--- src/rtl/blk_repeat_unit.sv ---
module blk_repeat_unit #(
  parameter int PC_W   = 16,
  parameter int LEN_W  = 6,
  parameter int ECNT_W = 16,
  parameter int LCNT_W = 9,
  parameter int REG_W  = 16
) (
  input  logic              clk,
  input  logic              rst,
  input  logic              cmd_valid,
  input  logic              cmd_late,
  input  logic              cmd_cond,
  input  logic [1:0]        cmd_src,
  input  logic [PC_W-1:0]   cmd_pc,
  input  logic [LEN_W-1:0]  cmd_len_m1,
  input  logic [ECNT_W-1:0] cmd_imm,
  input  logic [REG_W-1:0]  cmd_reg,
  input  logic [PC_W-1:0]   fetch_pc,
  output logic              redir_valid,
  output logic [PC_W-1:0]   redir_pc,
  output logic              busy
);
  localparam int CNT_W     = ((REG_W > ECNT_W) ? REG_W : ECNT_W) + 1;
  localparam int EARLY_GAP = 1;
  localparam int LATE_GAP  = 3;

  logic [PC_W-1:0]  top_q, bot_q;
  logic [CNT_W-1:0] rem_q;
  logic             inf_q, busy_q;

  logic             take, at_bot, more;
  logic [PC_W-1:0]  new_top;
  logic [CNT_W-1:0] new_cnt;
  logic             new_inf;

  assign take    = cmd_valid && (!cmd_late || cmd_cond);
  assign new_top = cmd_pc + PC_W'(1 + (cmd_late ? LATE_GAP : EARLY_GAP));
  assign new_inf = cmd_late && cmd_src[1];

  always_comb begin
    if (!cmd_late)
      new_cnt = CNT_W'(cmd_imm) + CNT_W'(1);
    else if (cmd_src == 2'b01)
      new_cnt = CNT_W'(cmd_reg) + CNT_W'(1);
    else
      new_cnt = CNT_W'(cmd_imm[LCNT_W-1:0]) + CNT_W'(1);
  end

  assign at_bot      = busy_q && (fetch_pc == bot_q);
  assign more        = inf_q || (rem_q > CNT_W'(1));
  assign redir_valid = at_bot && more;
  assign redir_pc    = top_q;
  assign busy        = busy_q;

  always_ff @(posedge clk) begin
    if (rst) begin
      busy_q <= 1'b0;
      inf_q  <= 1'b0;
      top_q  <= '0;
      bot_q  <= '0;
      rem_q  <= '0;
    end else if (take) begin
      busy_q <= 1'b1;
      inf_q  <= new_inf;
      top_q  <= new_top;
      bot_q  <= new_top + PC_W'(cmd_len_m1);
      rem_q  <= new_cnt;
    end else if (at_bot) begin
      if (more) begin
        if (!inf_q) rem_q <= rem_q - CNT_W'(1);
      end else begin
        busy_q <= 1'b0;
      end
    end
  end
endmodule

--- config.mk ---
export PLATFORM = sky130hd
export DESIGN_NAME = blk_repeat_unit
export DESIGN_NICKNAME = d
export VERILOG_FILES = /design/src/rtl/blk_repeat_unit.sv
export SDC_FILE = /design/constraint.sdc
export NUM_CORES = 1
export LEC_CHECK = 0
export BUFFER_PORTS_ARGS = -buffer_cell sky130_fd_sc_hd__buf_2
export CAP_MARGIN = 20
export CORE_MARGIN = 2
export CORE_UTILIZATION = 59
export DETAILED_ROUTE_END_ITERATION = 10
export HOLD_SLACK_MARGIN = 0.15
export PLACE_DENSITY_LB_ADDON = 0.3
export SETUP_SLACK_MARGIN = 0.15
export SYNTH_ARGS = -nofsm -noshare
export SYNTH_HDL_FRONTEND = slang
export SYNTH_SLANG_ARGS = --single-unit
--- constraint.sdc ---
create_clock -name clk -period 8.4 [get_ports clk]
set_clock_uncertainty 0.2 [all_clocks]
set_input_delay 1.68 -clock clk [delete_from_list [all_inputs] [get_ports clk]]
set_output_delay 1.68 -clock clk [all_outputs]
set_load 0.02 [all_outputs]
; After elaboration in Yosys (flattened, before gate mapping)
; Cells that the tools add are included.
[classes]
n_addsub = 7
order_cmp = 1
eq_ne = 4
muxes = 10
reduce_logical = 11
[ops]
columns = operator, count
row1 = 17-bit 2-to-1 mux, 6
row2 = "16-bit by 1-bit adder with 17-bit output, second input constant", 2
row3 = "17-bit by 1-bit greater-than comparator with 1-bit output, second input constant", 1
row4 = "17-bit by 1-bit subtractor with 17-bit output, second input constant", 1
row5 = 16-bit by 3-bit adder with 16-bit output, 1
row6 = 16-bit by 6-bit adder with 16-bit output, 1
row7 = 16-bit == test, 1
row8 = "9-bit by 1-bit adder with 10-bit output, second input constant", 1
row9 = 1-bit logical AND, 4
row10 = 2-bit nonzero test, 2
row11 = "1-bit by 2-bit adder with 3-bit output, first input constant", 1
row12 = 1-bit 2-to-1 mux, 3
row13 = 3-bit AND reduction, 1
row14 = "2-bit by 1-bit == test with 1-bit output, second input constant", 1
row15 = 1-bit logical OR, 2
row16 = 2-bit 2-to-1 mux, 1
row17 = "2-bit by 1-bit != test with 1-bit output, second input constant", 1
row18 = "2-bit != test, second input constant", 1
row19 = 2-bit AND reduction, 1
row20 = 1-bit logical NOT, 1
[totals]
ff_bits = 51
elab_cells = 38

; Depth between registers and ports, before layout
; Gate-level depths: netlist (run 1).
[depth]
depth_word = 5
depth_mapped = 12

; Worst setup path before layout (run 1)
; No wires, ideal clock.
[synth_timing]
path_type = in2out
start = input fetch_pc[9]
end = output redir_valid
t_arrival_ns = 2.593
required_time_ns = 6.520
path_slack_ns = 3.927
stages = 5
path_cell_list = xnor2_1 -> nand4_1 -> nor4_1 -> nand3_1 -> nor2_1
[synth_via]
elab_chain_cells = 3
[synth_rtl]
columns = item, line_no
row1 = start: declaration, 18  ; input logic [PC_W-1:0] fetch_pc,
row2 = 16-bit == test, 49  ; assign at_bot = busy_q && (fetch_pc == bot_q);
row3 = 1-bit logical AND, 49
row4 = 1-bit logical AND, 51  ; assign redir_valid = at_bot && more;
row5 = end: declaration, 19  ; output logic redir_valid,
; Every way passes these cells.

; Final worst setup path (run 1)
[layout_timing]
start = input fetch_pc[8]
end = output redir_valid
; Same word-level chain as after synthesis.

==> summary.md, run 1 <==
| Metric | Value |
|---|---|
| Reg clk slew, reported paths | 0.11 ns |
| Synth Register Bits | 51 |
| Layout cells sized above 1 | 0.202 |
| Synth unique cells | 61 |
| Lkg Pwr | 1.83 nW |
| Worst Path Max Fanout | 2 |
| Layer with the highest usage | met1 |
| Die width | 86.9 µm |
| Final Cycle Share | 0.559 |
| Most common cell after layout, fill and taps aside | buf_2 |
| CTS tree | done |
| GR Util met2 | 0.441 |
| Diode count | 0 |
| Crit path DAT | 2.82 ns |
| Slew headroom | 0.360 |
| Fin Setup TNS | 0 ns |
| CTS max path bufs | 2 |
| IO Pins | 95 |
| Fillers | 565 |
| Met1 global-route usage | 0.442 |
| WP buf/inv | 2 |
| Worst hold start | redir_pc[4]$_SDFFE_PP0P_ |
| R2R Path Start | bot_q[4]$_SDFFE_PP0P_ |
| Sink Count | 51 |
| Slowest CP cell | nor4_1 |
| Mapped Nets | 613 |
| RSZ-0062 raised after global routing | no |
| Yosys warns | 0 |
| FF-to-FF setup slack | 5.60 ns |
| First-pass GRT wire length | 17.9 mm |
| Final core utilization | 0.691 |
| CP Class | in2out |
| Die H | 86.9 µm |
| # hold bufs at CTS | 0 |
| Worst vdd ir | 0.0000694 V |
| Cell area after synthesis | 4050 µm² |
| Final nets | 692 |
| Initial drt markers | 309 |
| Syn-to-layout area delta | 14.6% |
| Worst-path cell chain | buf_2, xnor2_1, nand4_1, nor4_1, nand3_1, nor2_1, buf_2 |
| Largest net degree at the start of global routing | 54 |
| Initial Utilization | 0.603 |
| Worst Hold Class | reg2reg |
| Max cap viols | 0 |
| Min Tclk post-route | 4.70 ns |
| Synth Area per Inst | 7.75 µm² |
| Clk root buf | clkbuf_8 |
| Area of the core | 6720 µm² |
| Placer Congestion | 0.936 |
| Final wirelength | 11.0 mm |
| Worst-Skew Late Latency | 0.31 ns |
| Startpoint types | input port |
| Post-DP HPWL | 8.46 mm |
| Final number of hold-violating endpoints | 0 |
| Min Hold Slack | 0.260 ns |
| Hold path depth | 2 |
| Max-slew violations | 0 |
| Die footprint | 7550 µm² |
| Family with the most delay on the worst path | simple AND/OR/NAND/NOR gates |
| Site Rows | 30 |
| Via Count | 4,231 |
| CP required | 6.52 ns |
| GRT Util Overall | 0.291 |
| Worst Setup End Kind | primary output |
| DRC errors left | 0 |
| Post-synth ARST share | 0 |
| Most frequent CP cell | buf_2 |
| WL/cell | 16.1 µm |
| Fmax | 213 MHz |
| # setup viols final | 0 |
| Port buffer count | 94 |
| Power Density | 136 nW/µm² |
| Sequential-to-total area share from yosys stat | 0.252 |
| Top cells by area, synth | dfxtp_1, xnor2_1, nand2_1 |
| Leading area contributor after synthesis | dfxtp_1 |
| Crit-path max cell delay | 0.28 ns |
| Top cell type's share of synthesized area | 0.252 |
| Vias in the first global route | 3,815 |
| Initial antenna violation count | 0 |
| H-tree depth | 2 |
| First-pass DRT Iterations | 5 |
| Primary FF master, synth | dfxtp_1 |
| Num CTS Buffers | 5 |
| Mapped Cells | 523 |
| Layout Cells excl Fill | 683 |
| M3 GR Usage | 0.0408 |
| Post-DRT Antenna Nets | 0 |
| Number of gates resized after cts | 0 |
| Worst hold endpoint | redir_pc[4]$_SDFFE_PP0P_ |
| Postcts setup bufs | 0 |
| Worst slew pin tran | 0.961 ns |
| Reg2reg end | rem_q[4]$_SDFFE_PP0P_ |
| Vias per inst | 6.19 |
| Placed Cells | 673 |
| GRT Residual Overflow | 0 |
| Post-synth EDFFs | 0 |
| R2R cell count | 7 |
| Commonest non-fill, non-tap cells in the layout | buf_2, xnor2_1, nand2_1, dfxtp_1, nor2_1 |
| Status | finished clean |
-- kinds of logic (layout without fill, tap and decap cells) --
| logic type | after synthesis | in the layout | synth area share |
|---|---|---|---|
| simple gates | 232 | 232 | 0.317 |
| mux | 5 | 5 | 0.0127 |
| xor+xnor | 64 | 64 | 0.138 |
| fa+ha+maj | 13 | 13 | 0.0420 |
| buf+inv | 44 | 124 | 0.0451 |
| compound gates | 114 | 114 | 0.193 |
| flops | 51 | 51 | 0.252 |
-- Yosys cell counts (3+ instances only) --
cell type / count
a211o_1: 5
a211oi_1: 16
a21o_1: 4
a21oi_1: 27
a31oi_1: 5
a32o_1: 3
and3_1: 8
and4_1: 5
buf_1: 3
clkbuf_1: 19
dfxtp_1: 51
ha_1: 12
inv_1: 18
mux2i_1: 4
nand2_1: 52
nand2b_1: 3
nand3_1: 27
nand3b_1: 8
nand4_1: 19
nand4b_1: 4
nor2_1: 44
nor2b_1: 4
nor3_1: 20
nor4_1: 9
nor4_2: 3
o211ai_1: 6
o21a_1: 5
o21ai_0: 13
o21ai_1: 5
o22ai_1: 7
o31ai_1: 3
or3_1: 8
or4_1: 4
xnor2_1: 53
xor2_1: 11
-- worst register-to-register path: cells and delay by family, from the launching register on --
family / cells / cell delay [ns]
AO/OA/AOI/OAI: 2 / 0.37
XOR/XNOR: 1 / 0.24
buffers and inverters: 1 / 0.25
flip-flops: 1 / 0.35
AND/OR/NAND/NOR: 3 / 1.29
-- metal layers --
layer	up-vias	share of wire
li1	2080	-
met1	1961	0.47
met2	182	0.45
met3	8	0.071
met4	0	0.0071
met5	-	0
-- flip-flops by register name (all words and copies together) (netlist names) --
name / cells
rem_q: 17
bot_q: 16
redir_pc: 16
busy: 1
inf_q: 1
-- report_power, final --
group | leakage (nW) | internal (W) | total (W) | switching, W
registers | 0.421 | 0.000260 | 0.000276 | 0.0000155
logic | 1.36 | 0.0000804 | 0.000199 | 0.000118
clock network | 0.0502 | 0.0000621 | 0.000159 | 0.0000973
-- worst max path at each step --
| stage | startpoint | end | slack (ns) | depth (start not counted) |
|---|---|---|---|---|
| detailed placement | cmd_late | bot_q[13]$_SDFFE_PP0P_ | 3.50 | 13 |
| CTS | fetch_pc[8] | redir_valid | 3.69 | 7 |
| finish | fetch_pc[8] | redir_valid | 3.70 | 7 |
| global placement | cmd_late | bot_q[13]$_SDFFE_PP0P_ | 3.68 | 13 |
| floorplan | fetch_pc[9] | redir_valid | 3.93 | 5 |
| global route | fetch_pc[2] | redir_valid | 3.62 | 7 |
-- stage by stage --
| step | setup WS, ns | total power (W) | instance area [µm²] |
|---|---|---|---|
| after floorplan | 3.93 | 0.000411 | 4050 |
| after global placement | 3.68 | 0.000469 | 4530 |
| after detailed placement | 3.50 | 0.000475 | 4530 |
| after CTS | 3.69 | 0.000630 | 4620 |
| after global routing | 3.62 | 0.000663 | 4640 |
| final | 3.70 | 0.000633 | 4640 |
-- cell type report --
type | instances | area [µm²] | share of cell area
tap | 80 | 100 | 0.0216
clock inverter | 3 | 28.8 | 0.00620
inverter | 18 | 67.6 | 0.0146
sequential | 51 | 1020 | 0.220
multi-input combinational | 428 | 2850 | 0.614
timing repair buffer | 98 | 504 | 0.109
clock buffer | 5 | 68.8 | 0.0148
No activity file was read; power rests on OpenSTA's default activity.
==> inputs of run 2 (changes only) <==
--- a/config.mk
+++ b/config.mk
@@ -8,7 +8,7 @@
 export BUFFER_PORTS_ARGS = -buffer_cell sky130_fd_sc_hd__buf_2
 export CAP_MARGIN = 20
 export CORE_MARGIN = 2
-export CORE_UTILIZATION = 59
+export CORE_UTILIZATION = 55
 export DETAILED_ROUTE_END_ITERATION = 10
 export HOLD_SLACK_MARGIN = 0.15
 export PLACE_DENSITY_LB_ADDON = 0.3
==> constraint.sdc (replaced) <==
create_clock -name clk -period 4.51 [get_ports clk]
set_clock_uncertainty 0.2 [all_clocks]
set_input_delay 0.902 -clock clk [delete_from_list [all_inputs] [get_ports clk]]
set_output_delay 0.902 -clock clk [all_outputs]
set_load 0.02 [all_outputs]
==> summary.md, run 2 (same netlist as run 1, synthesis figures left out) <==
| Metric | Value |
|---|---|
| Final number of hold-violating endpoints | 0 (unchanged) |
| CP Class | in2reg |
| Slew headroom | 0.444 (+0.0845) |
| DRC errors left | 0 (unchanged) |
| Site Rows | 31 (+3.3%) |
| Initial antenna violation count | 0 (unchanged) |
| Worst setup path start | cmd_late |
| Largest register FFs | 17 (unchanged) |
| Worst slew pin tran | 0.831 ns (-0.130 ns) |
| Final Cycle Share | 0.846 |
| Max cap viols | 0 (unchanged) |
| Crit-path max cell delay | 0.42 ns (+0.14 ns) |
| First-pass DRT Iterations | 5 (unchanged) |
| Sink Count | 51 (unchanged) |
| Slowest CP cell | or4_1 |
| Post-DP HPWL | 8.75 mm (+3.4%) |
| R2R cell count | 7 (unchanged) |
| GRT Residual Overflow | 0 (unchanged) |
| H-tree depth | 2 (unchanged) |
| GRT Util Overall | 0.270 (-0.0210) |
| CTS max path bufs | 2 (unchanged) |
| Worst vdd ir | 0.000155 V (+120%) |
| Met1 wire length | 5.40 mm (+3.8%) |
| Final wirelength | 11.2 mm (+2.1%) |
| Layout Cells excl Fill | 703 (+2.9%) |
| Worst-Skew Late Latency | 0.31 ns (about the same) |
| Via Count | 4,222 (-0.21%) |
| Most flops, register | rem_q |
| Die footprint | 8070 µm² (+6.9%) |
| Post-DRT Antenna Nets | 0 (unchanged) |
| RSZ-0062 raised after global routing | no |
| Number of gates resized after cts | 0 (unchanged) |
| Placed Cells | 695 (+3.3%) |
| Power Density | 253 nW/µm² (+85%) |
| Min Tclk post-route | 3.82 ns |
| Status | finished clean |
| WL/cell | 16.0 µm (-0.82%) |
| First-pass GRT wire length | 18.2 mm (+2.0%) |
| Vias per inst | 6.01 (-3.1%) |
| Clk root buf | clkbuf_8 |
| Layout cells sized above 1 | 0.204 (+0.00132) |
| CP required | 4.53 ns (-1.99 ns) |
| Fin Setup TNS | 0 ns (unchanged) |
| Total power | 0.00118 W (+86%) |
| Fillers | 634 (+12%) |
| Die width | 89.8 µm (+3.4%) |
| Worst Hold Class | reg2reg |
| Reg2reg end | rem_q[4]$_SDFFE_PP0P_ |
| Worst hold start | redir_pc[0]$_SDFFE_PP0P_ |
| Reg clk slew, reported paths | 0.11 ns (about the same) |
| Placer Congestion | 0.912 (-2.5%) |
| Crit path DAT | 3.83 ns (+1.01 ns) |
| Worst Path Max Fanout | 11 (+9) |
| Fmax | 262 MHz |
| Postcts setup bufs | 0 (unchanged) |
| Area of the core | 7180 µm² (+6.8%) |
| Startpoint types | input port |
| Met3 WL | 627 µm (-20%) |
| Commonest non-fill, non-tap cells in the layout | buf_2, xnor2_1, nand2_1, dfxtp_1, nor2_1 |
| Vias in the first global route | 3,838 (+0.60%) |
| Largest net degree at the start of global routing | 43 (-20%) |
| Most common cell after layout, fill and taps aside | buf_2 |
| Most frequent CP cell | ha_1 |
| Final setup margin | 0.694 ns (-3.01 ns) |
| R2R Path Start | bot_q[11]$_SDFFE_PP0P_ |
| Worst slack, placed | 0.410 ns (-3.09 ns) |
| CTS tree | done |
| Num CTS Buffers | 5 (unchanged) |
| Worst-path cell chain | buf_2, inv_1, ha_1, inv_1, ha_1, xor2_1, ha_1, o21ai_1, o21ai_0, a21oi_1, or3_1, or4_1, a32o_1 |
| Worst Setup EP | bot_q[13]$_SDFFE_PP0P_ |
| # hold bufs at CTS | 0 (unchanged) |
| Lkg Pwr | 1.84 nW (+0.22%) |
| Syn-to-layout area delta | 15.3% |
| Max layer used | met4 |
| Final nets | 693 (+0.14%) |
| Die H | 89.8 µm (+3.4%) |
| Initial Utilization | 0.565 (-0.0384) |
| Worst Setup End Kind | register |
| Routed length on met2 | 5.10 mm (+3.5%) |
| # setup viols final | 0 (unchanged) |
| Diode count | 0 (unchanged) |
| Port buffer count | 94 (unchanged) |
| IO Pins | 95 (unchanged) |
| Initial drt markers | 197 (-36%) |
| FF-to-FF setup slack | 1.94 ns (-3.66 ns) |
| Max-slew violations | 0 (unchanged) |
## run 2: cell types whose count changed in the layout (fill, tap and decap cells not counted), sizes merged
| cell | delta |
|---|---|
| buf | +1 |
## run 2: final cells by class
class | instances | area, µm² | share of cell area
multi-input combinational | 428 | 2850 | 0.611
sequential | 51 | 1020 | 0.219
timing repair buffer | 99 | 508 | 0.109
tap | 99 | 124 | 0.0265
clock buffer | 5 | 68.8 | 0.0147
inverter | 18 | 67.6 | 0.0145
clock inverter | 3 | 28.8 | 0.00616
## run 2: report_power, final
part           internal [W]  switching (W)  leakage [nW]
clock              0.000116       0.000177        0.0502
combinational      0.000150       0.000224          1.37
sequential         0.000484      0.0000284         0.421
total              0.000750       0.000430          1.84
## run 2: per-stage QoR
| stage | utilization | cell area (µm²) | hold slack, ns |
|---|---|---|---|
| 6_report | 0.651 | 4670 | 0.270 |
| 5_1_grt | 0.651 | 4670 | 0.289 |
| 4_1_cts | 0.651 | 4670 | 0.269 |
| 3_5_place_dp | 0.637 | 4570 | 0.246 |
| 3_3_place_gp | 0.637 | 4570 | 0.242 |
| 2_1_floorplan | - | 4050 | 0.238 |
## run 2: how the worst min path moves through the flow
stage | to | slack (ns) | cells past startpoint
6_report | redir_pc[0]$_SDFFE_PP0P_ | 0.27 | 2
5_1_grt | redir_pc[0]$_SDFFE_PP0P_ | 0.29 | 2
4_1_cts | redir_pc[0]$_SDFFE_PP0P_ | 0.27 | 2
3_5_place_dp | redir_pc[0]$_SDFFE_PP0P_ | 0.25 | 2
3_3_place_gp | redir_pc[0]$_SDFFE_PP0P_ | 0.24 | 2
2_1_floorplan | bot_q[9]$_SDFFE_PP0P_ | 0.24 | 2
## run 2: layer usage
layer	vias up	GRT usage
li1	2082	-
met1	1976	0.392
met2	156	0.436
met3	8	0.0277
met4	0	0.0615
met5	-	0
## run 2: worst max-delay path: cells and delay by family
kind / cells / cell delay (ns)
xor gates and xnor gates: 1 / 0.19
and+or+nand+nor: 2 / 0.81
AOI/OAI and AO/OA: 4 / 0.77
buffers and inverters: 3 / 0.39
adders and majority gates: 3 / 0.79
